## src/rtl/btchk_pkg.sv

```systemverilog
package btchk_pkg;
   // Words that make up the fixed header of every table
   localparam int unsigned HDR_WORDS_DEF = 11;

   typedef enum logic {
      ST_IDLE = 1'b0,
      ST_RUN  = 1'b1
   } btchk_state_e;
endpackage

```

## src/rtl/btchk_seq.sv

```systemverilog
module btchk_seq
   import btchk_pkg::*;
#(
   parameter int unsigned W       = 16,
   parameter int unsigned MIN_LEN = 22
) (
   input  logic         clk,
   input  logic         rst_n,
   input  logic         start_i,
   input  logic         vld_i,
   input  logic [W-1:0] word_i,
   input  logic [W-1:0] sum_i,
   output logic [W-1:0] acc_o,
   output logic         last_o,
   output logic         pad_o,
   output logic         done_o,
   output logic         pass_o,
   output logic         fail_o,
   output logic [W-1:0] len_o
);
   btchk_state_e st_q;
   logic [W:0]   cnt_q;
   logic [W:0]   nwords_q;
   logic         skip_q;
   logic [W:0]   len_plus;
   logic         take;
   logic         sum_ok;

   assign take     = (st_q == ST_RUN) && vld_i;
   assign last_o   = (st_q == ST_RUN) && (cnt_q != '0) && ((cnt_q + 1'b1) == nwords_q);
   assign pad_o    = len_o[0];
   assign len_plus = {1'b0, word_i} + {{W{1'b0}}, 1'b1};
   assign sum_ok   = skip_q || (sum_i == '1) || (sum_i == '0);

   always_ff @(posedge clk or negedge rst_n) begin
      if (!rst_n) begin
         st_q     <= ST_IDLE;
         cnt_q    <= '0;
         nwords_q <= '0;
         skip_q   <= 1'b0;
         acc_o    <= '0;
         len_o    <= '0;
         done_o   <= 1'b0;
         pass_o   <= 1'b0;
         fail_o   <= 1'b0;
      end else if (start_i) begin
         st_q     <= ST_RUN;
         cnt_q    <= '0;
         nwords_q <= '0;
         skip_q   <= 1'b0;
         acc_o    <= '0;
         len_o    <= '0;
         done_o   <= 1'b0;
         pass_o   <= 1'b0;
         fail_o   <= 1'b0;
      end else begin
         done_o <= 1'b0;
         if (take) begin
            cnt_q <= cnt_q + 1'b1;
            acc_o <= sum_i;
            if (cnt_q == '0) begin
               len_o    <= word_i;
               nwords_q <= {1'b0, len_plus[W:1]};
               if (word_i < W'(MIN_LEN)) begin
                  st_q   <= ST_IDLE;
                  done_o <= 1'b1;
                  fail_o <= 1'b1;
               end
            end
            if (cnt_q == {{W{1'b0}}, 1'b1}) begin
               skip_q <= (word_i == '0);
            end
            if (last_o) begin
               st_q   <= ST_IDLE;
               done_o <= 1'b1;
               pass_o <= sum_ok;
               fail_o <= !sum_ok;
            end
         end
      end
   end
endmodule

```

## config.mk

```make
export PLATFORM = sky130hd
export DESIGN_NAME = btchk_seq
export DESIGN_NICKNAME = d
export VERILOG_FILES = /design/src/rtl/btchk_pkg.sv /design/src/rtl/btchk_seq.sv
export SDC_FILE = /design/constraint.sdc
export NUM_CORES = 1
export LEC_CHECK = 0
export ABC_CLOCK_PERIOD_IN_PS = 2400
export BUFFER_PORTS_ARGS = -buffer_cell sky130_fd_sc_hd__buf_2
export CORE_MARGIN = 5
export CORE_UTILIZATION = 34
export DETAILED_ROUTE_END_ITERATION = 12
export PLACE_DENSITY_LB_ADDON = 0.08
export REMOVE_ABC_BUFFERS = 1
export SLEW_MARGIN = 20
export SYNTH_ARGS = -nofsm -noshare
export SYNTH_HDL_FRONTEND = slang
export SYNTH_SLANG_ARGS = --single-unit
```

## constraint.sdc

```tcl
create_clock -name clk -period 2.4 [get_ports clk]
set_input_delay 0.48 -clock clk [delete_from_list [all_inputs] [get_ports clk]]
set_output_delay 0.48 -clock clk [all_outputs]
set_load 0.005 [all_outputs]
```

==> results of run 1 <==
==> worst paths after layout <==
path                            startpoint        to  slack (ps)  cells past startpoint
max in group asynchronous            rst_n  cnt_q[3]        1930                      2
worst min-delay path                 rst_n  len_o[3]         160                      2
worst min register to register    len_o[4]  len_o[4]         510                      2
worst max register to register    cnt_q[4]    pass_o          50                     10
min in group clk                  sum_i[3]  acc_o[3]         390                      3
worst max-delay path              cnt_q[1]    last_o        -360                      9
==> power groups by stage <==
stage,combinational [uW],clock [uW],sequential (uW)
detailed placement,503,0,1310
global placement,501,0,1310
finish,566,1490,1300
CTS,529,1540,1300
floorplan,241,0,1310
global route,631,1590,1310
==> registers in the layout, summed over array words and instances, names as in the netlist <==
| signal | cells |
|---|---|
| acc_o | 16 |
| cnt_q | 17 |
| done_o | 1 |
| fail_o | 1 |
| len_o | 16 |
| nwords_q | 16 |
| pass_o | 1 |
| skip_q | 1 |
| st_q | 1 |
==> cells in the mapped netlist, types with 5 or more instances <==
| cell type | count | area (um^2) |
|---|---|---|
| nor3_1 | 16 | 80.1 |
| dfrtp_1 | 70 | 1750 |
| buf_1 | 5 | 18.8 |
| xor2_1 | 23 | 201 |
| a211oi_2 | 9 | 113 |
| ha_1 | 5 | 62.6 |
| nor4_1 | 18 | 113 |
| clkbuf_1 | 13 | 48.8 |
| xnor2_1 | 23 | 201 |
| a21oi_1 | 47 | 235 |
| or3_1 | 8 | 50.1 |
| inv_1 | 8 | 30.0 |
| o21ai_0 | 7 | 35.0 |
| nand2_1 | 91 | 342 |
| buf_4 | 6 | 45.0 |
| nand4_1 | 10 | 62.6 |
| nand3_1 | 14 | 70.1 |
| nor2_1 | 38 | 143 |
==> logic make-up after synthesis <==
family,synth area share (%)
compound gates,11.7
mux,0.800
fa+ha+maj,1.54
xor+xnor,9.91
flops,43.1
simple gates,27.4
buf+inv,5.60
==> stage by stage <==
step / hold slack (ps) / cell area [um^2] / util [%]
3_3_place_gp: 504 / 4830 / 40.7
2_1_floorplan: 184 / 3870 / -
6_report: 159 / 5510 / 46.5
3_5_place_dp: 511 / 4830 / 40.7
4_1_cts: 170 / 5350 / 45.1
5_1_grt: 189 / 5510 / 46.5
==> cell type report <==
cell class,count,area share [%]
clock buffer,13,4.90
clock inverter,3,1.18
inverter,8,0.545
multi-input combinational,353,41.2
sequential,70,31.9
tap,147,3.34
timing repair buffer,137,16.9
==> per-layer routing <==
layer / part of all wire [%] / global-route usage (%)
met5: 0 / 0
met4: 2.0 / 5.94
met3: 4.1 / 4.18
met2: 47 / 27.7
met1: 47 / 21.9
==> what timing repair did <==
item	4_1_cts	5_1_grt
gates cloned	0	2
hold buffers	0	0
setup endpoints to repair	4	15
buffers inserted	7	8
pin swaps	11	7
gates resized for setup	30	17
==> impl_metrics.env, run 1 <==
export IMPL_synth_edf_count=0
export IMPL_status="finished, violations left"
export IMPL_cts_buffers=9
export IMPL_num_vias=3661
export IMPL_required_ps=1920
export IMPL_layout_nets=620
export IMPL_critPathLaunchType="flop"
export IMPL_drt_pre_antenna_iters=4
export IMPL_p_comb_share_pct=16.9
export IMPL_netlist_cell_type_count=51
export IMPL_crit_arrival_ps=2280
export IMPL_final_min_clock_period_ps=2760
export IMPL_area_delta_synth_final_pct=35.6
export IMPL_clk_latency_ps=340
export IMPL_io_buffers=72
export IMPL_peakVddDrop_mv=0.332
export IMPL_diodes=0
export IMPL_hold_violations=0
export IMPL_ioPinCount=73
export IMPL_p_int_uw=2500
export IMPL_switching_share_pct=25.5
export IMPL_layout_drive_gt1_share_pct=35.3
export IMPL_skew_ps=5.12
export IMPL_cts_root_buf="clkbuf_16"
export IMPL_final_cell_mix="91 x nand2_1, 71 x buf_2, 65 x dfrtp_1"
export IMPL_power_share_sequential_pct=38.6
export IMPL_cp_slowest_stage_delay_ps=420
export IMPL_netlist_area_mm2=0.00407
export IMPL_die_h_um=119
export IMPL_routed_via_density=5.01
export IMPL_worst_slew_pin_slew_ps=461
export IMPL_syn_avg_cell_area_um2=8.80
export IMPL_seq_area_mm2=0.00176
export IMPL_ys_flop_type="dfrtp_1"
export IMPL_clock_power_share_pct=44.5
export IMPL_p_leak_uw=0.00245
export IMPL_rsz0062_at_grt="true"
export IMPL_critical_path_slowest_cell="dfrtp_2"
export IMPL_mostFrequentLayoutCell="nand2_1"
export IMPL_htree_levels=3
export IMPL_p_sw_uw=855
export IMPL_critPathBufInv=3
export IMPL_start_util_pct=34.3
export IMPL_cts_tree="done"
export IMPL_totalWireLength_mm=11.5
export IMPL_drc_errors=0
export IMPL_final_cell_count_no_fill=731
export IMPL_cap_violations=0
export IMPL_die_area_mm2=0.0142
export IMPL_crit_family="simple AND/OR/NAND/NOR gates"
export IMPL_yosysWarningCount=0
export IMPL_setup_viol=1
export IMPL_cts_buffer_depth=2
export IMPL_setup_tns_ps=-357
export IMPL_ant_nets=0
export IMPL_violations="negative setup slack"
export IMPL_power_uw=3350
export IMPL_worstPathMaxFanout=5
export IMPL_clock_sinks=70
export IMPL_clk_pin_slew_ps=60
export IMPL_crit_type="reg -> out"
export IMPL_antenna_found_initial=0
export IMPL_drt_iter0_markers=102
export IMPL_first_global_vias=3756
export IMPL_maxSlewViolCount=0
export IMPL_core_area_mm2=0.0119
export IMPL_grt_overflow=0
export IMPL_routedWlPerCell_um=15.8
export IMPL_cp_cell_sequence="buf_6 > nand3_4 > buf_6 > or3_4 > a21oi_2 > nor3_2 > nor4_4 > and2_4 > buf_6"
export IMPL_grt_usage_pct=17.0
export IMPL_nFillCells=1171
export IMPL_die_width_um=119
export IMPL_fin_crit_sh_pct=115
export IMPL_ys_ff_latch=70
export IMPL_syn_inst=462
export IMPL_gp_congestion=0.867
export IMPL_fin_ws_ps=-357
export IMPL_place_ws_ps=-171
export IMPL_setup_worst_path_end_class="output pin"
export IMPL_rows=40
export IMPL_multi_input_area_mm2=0.00227
export IMPL_worstHoldPathType="in -> async"
export IMPL_cp_common_cell="buf_6"
export IMPL_synth_yosys_seq_area_share_pct=43.1
export IMPL_fmax_mhz=363
export IMPL_power_density_mw_per_mm2=609
export IMPL_synth_async_reset_ratio_pct=100
export IMPL_dp_cells=700
export IMPL_place_hpwl_mm=8.22
export IMPL_slew_headroom_pct=69.0
export IMPL_grt_max_degree=71
export IMPL_grt_first_pass_wirelength_mm=19.2
(Power assumes the default switching activity.)
==> inputs of run 2 (changes only) <==
- GPL_TIMING_DRIVEN: not set -> 0
==> run 2 against run 1 <==
Compared with the run above: the run still ends with negative setup slack left; largest power group unchanged; via count is 3.3% lower; setup slack better by 0.78 ps; global-route usage is 0.40 points lower; cell area is 5.7% lower; wire length is 1.4% lower; maximum frequency hardly changed; critical path type unchanged; hold slack worse by 140 ps; flip-flop and latch count stayed put; final cell count is 5.2% lower.
==> impl_metrics.env, run 2 (synthesis results as in run 1) <==
export IMPL_status="finished, violations left"
export IMPL_violations="negative setup slack"
export IMPL_crit_arrival_ps=2280
export IMPL_largest_reg_flops=17
export IMPL_worstHoldPathType="in -> async"
export IMPL_final_min_clock_period_ps=2760
export IMPL_dp_cells=651
export IMPL_diodes=0
export IMPL_die_h_um=119
export IMPL_clock_sinks=70
export IMPL_htree_levels=3
export IMPL_skew_ps=10.5
export IMPL_drt_pre_antenna_iters=4
export IMPL_place_hpwl_mm=7.34
export IMPL_grt_max_degree=54
export IMPL_clk_latency_ps=340
export IMPL_io_buffers=72
export IMPL_peakVddDrop_mv=0.278
export IMPL_cp_slowest_stage_delay_ps=370
export IMPL_multi_input_area_mm2=0.00232
export IMPL_cts_buffer_depth=2
export IMPL_fin_crit_sh_pct=115
export IMPL_slew_headroom_pct=40.2
export IMPL_seq_area_mm2=0.00177
export IMPL_regMostFlops="cnt_q"
export IMPL_die_area_mm2=0.0142
export IMPL_rows=40
export IMPL_area_delta_synth_final_pct=27.8
export IMPL_grt_overflow=0
export IMPL_p_leak_uw=0.00224
export IMPL_layout_nets=583
export IMPL_core_area_mm2=0.0119
export IMPL_hold_violations=0
export IMPL_routedWlPerCell_um=16.4
export IMPL_start_util_pct=34.3
export IMPL_cap_violations=0
export IMPL_maxSlewViolCount=0
export IMPL_ioPinCount=73
export IMPL_layout_drive_gt1_share_pct=32.1
export IMPL_drt_iter0_markers=106
export IMPL_totalWireLength_mm=11.4
export IMPL_fmax_mhz=363
export IMPL_ant_nets=0
export IMPL_fin_util_pct=43.8
export IMPL_required_ps=1920
export IMPL_final_cell_mix="88 x nand2_1, 70 x buf_2, 57 x dfrtp_1"
export IMPL_critical_path_slowest_cell="dfrtp_2"
export IMPL_drc_errors=0
export IMPL_antenna_found_initial=0
export IMPL_cts_root_buf="clkbuf_16"
export IMPL_fin_ws_ps=-356
export IMPL_gp_congestion=0.822
export IMPL_worst_slew_pin_slew_ps=897
export IMPL_mostFrequentLayoutCell="nand2_1"
export IMPL_power_density_mw_per_mm2=614
export IMPL_rsz0062_at_grt="true"
export IMPL_grt_usage_pct=16.6
export IMPL_grt_first_pass_wirelength_mm=18.8
export IMPL_clk_pin_slew_ps=50
export IMPL_cp_cell_sequence="nand4_1 > buf_6 > nor4_4 > xnor2_2 > o2111ai_2 > nor3_2 > and2_1 > buf_2"
export IMPL_routed_via_density=5.11
export IMPL_first_global_vias=3676
export IMPL_setup_worst_path_end_class="output pin"
export IMPL_worstPathMaxFanout=4
export IMPL_num_vias=3542
export IMPL_cts_tree="done"
export IMPL_crit_type="reg -> out"
export IMPL_final_cell_count_no_fill=693
export IMPL_setup_viol=1
export IMPL_die_width_um=119
export IMPL_critPathLaunchType="flop"
export IMPL_cts_buffers=9
export IMPL_nFillCells=1185
[run 2: changes by cell type in the layout (fill, tap and decap cells not counted), sizes merged]
cell    change
and2        +3
buf        -39
bufinv      -1
clkbuf      -1
clkinv      -1
inv         +1
[run 2: what timing repair did]
action                                  4_1_cts  5_1_grt
gates cloned                                  2        2
pin swaps                                    16        9
gates resized for setup                      39       14
endpoints found under the setup margin       36       19
hold buffers                                  0        0
buffers inserted                             23        0
[run 2: final cells by class]
class,count,share of cell area [%]
Clock inverter,2,0.746
Sequential cell,70,34.0
Inverter,8,0.578
Clock buffer,13,5.20
Timing Repair Buffer,97,11.3
Multi-Input combinational cell,356,44.6
Tap cell,147,3.54
[run 2: metrics by stage]
step	power [uW]	area, um^2	hold WS [ps]	setup TNS, ps	setup WS (ps)
after global routing	3350	5200	29.0	-530	-456
after detailed placement	1770	4460	382	-8530	-491
after CTS	3230	5120	13.1	-345	-345
after floorplan	1550	3870	184	-12.8	-12.8
final	3190	5200	19.0	-356	-356
after global placement	1750	4410	504	-9600	-514
[run 2: report_power, final]
part	internal, uW	switching (uW)	total [uW]
sequential	1250	50.0	1300
combinational	207	300	507
clock	888	499	1390
[run 2: worst max-delay path, delay by kind of cell, from the launching register on]
family / cells / cell delay [ps]
and+or+nand+nor: 4 / 930
DFF: 1 / 370
buffers and inverters: 2 / 310
xor gates and xnor gates: 1 / 170
AOI/OAI and AO/OA: 1 / 150
[run 2: final timing paths]
path,cells past startpoint,startpoint,slack [ps],endpoint
setup / recovery,8,cnt_q[7],-360,last_o
hold / removal,1,rst_n,20,len_o[3]
setup reg to reg,9,cnt_q[7],40,pass_o
hold reg to reg,2,acc_o[3],510,acc_o[3]
max in group asynchronous,2,rst_n,1820,cnt_q[12]
min in group clk,3,sum_i[0],390,acc_o[0]
[run 2: metal layers]
layer  GRT usage, %  part of all wire, %  vias to the layer above
met5              0                    0                        -
met4           7.16                  2.4                        0
met3           3.23                  3.7                       20
li1               -                    -                     1754
met2           26.8                   47                       71
met1           21.6                   47                     1697
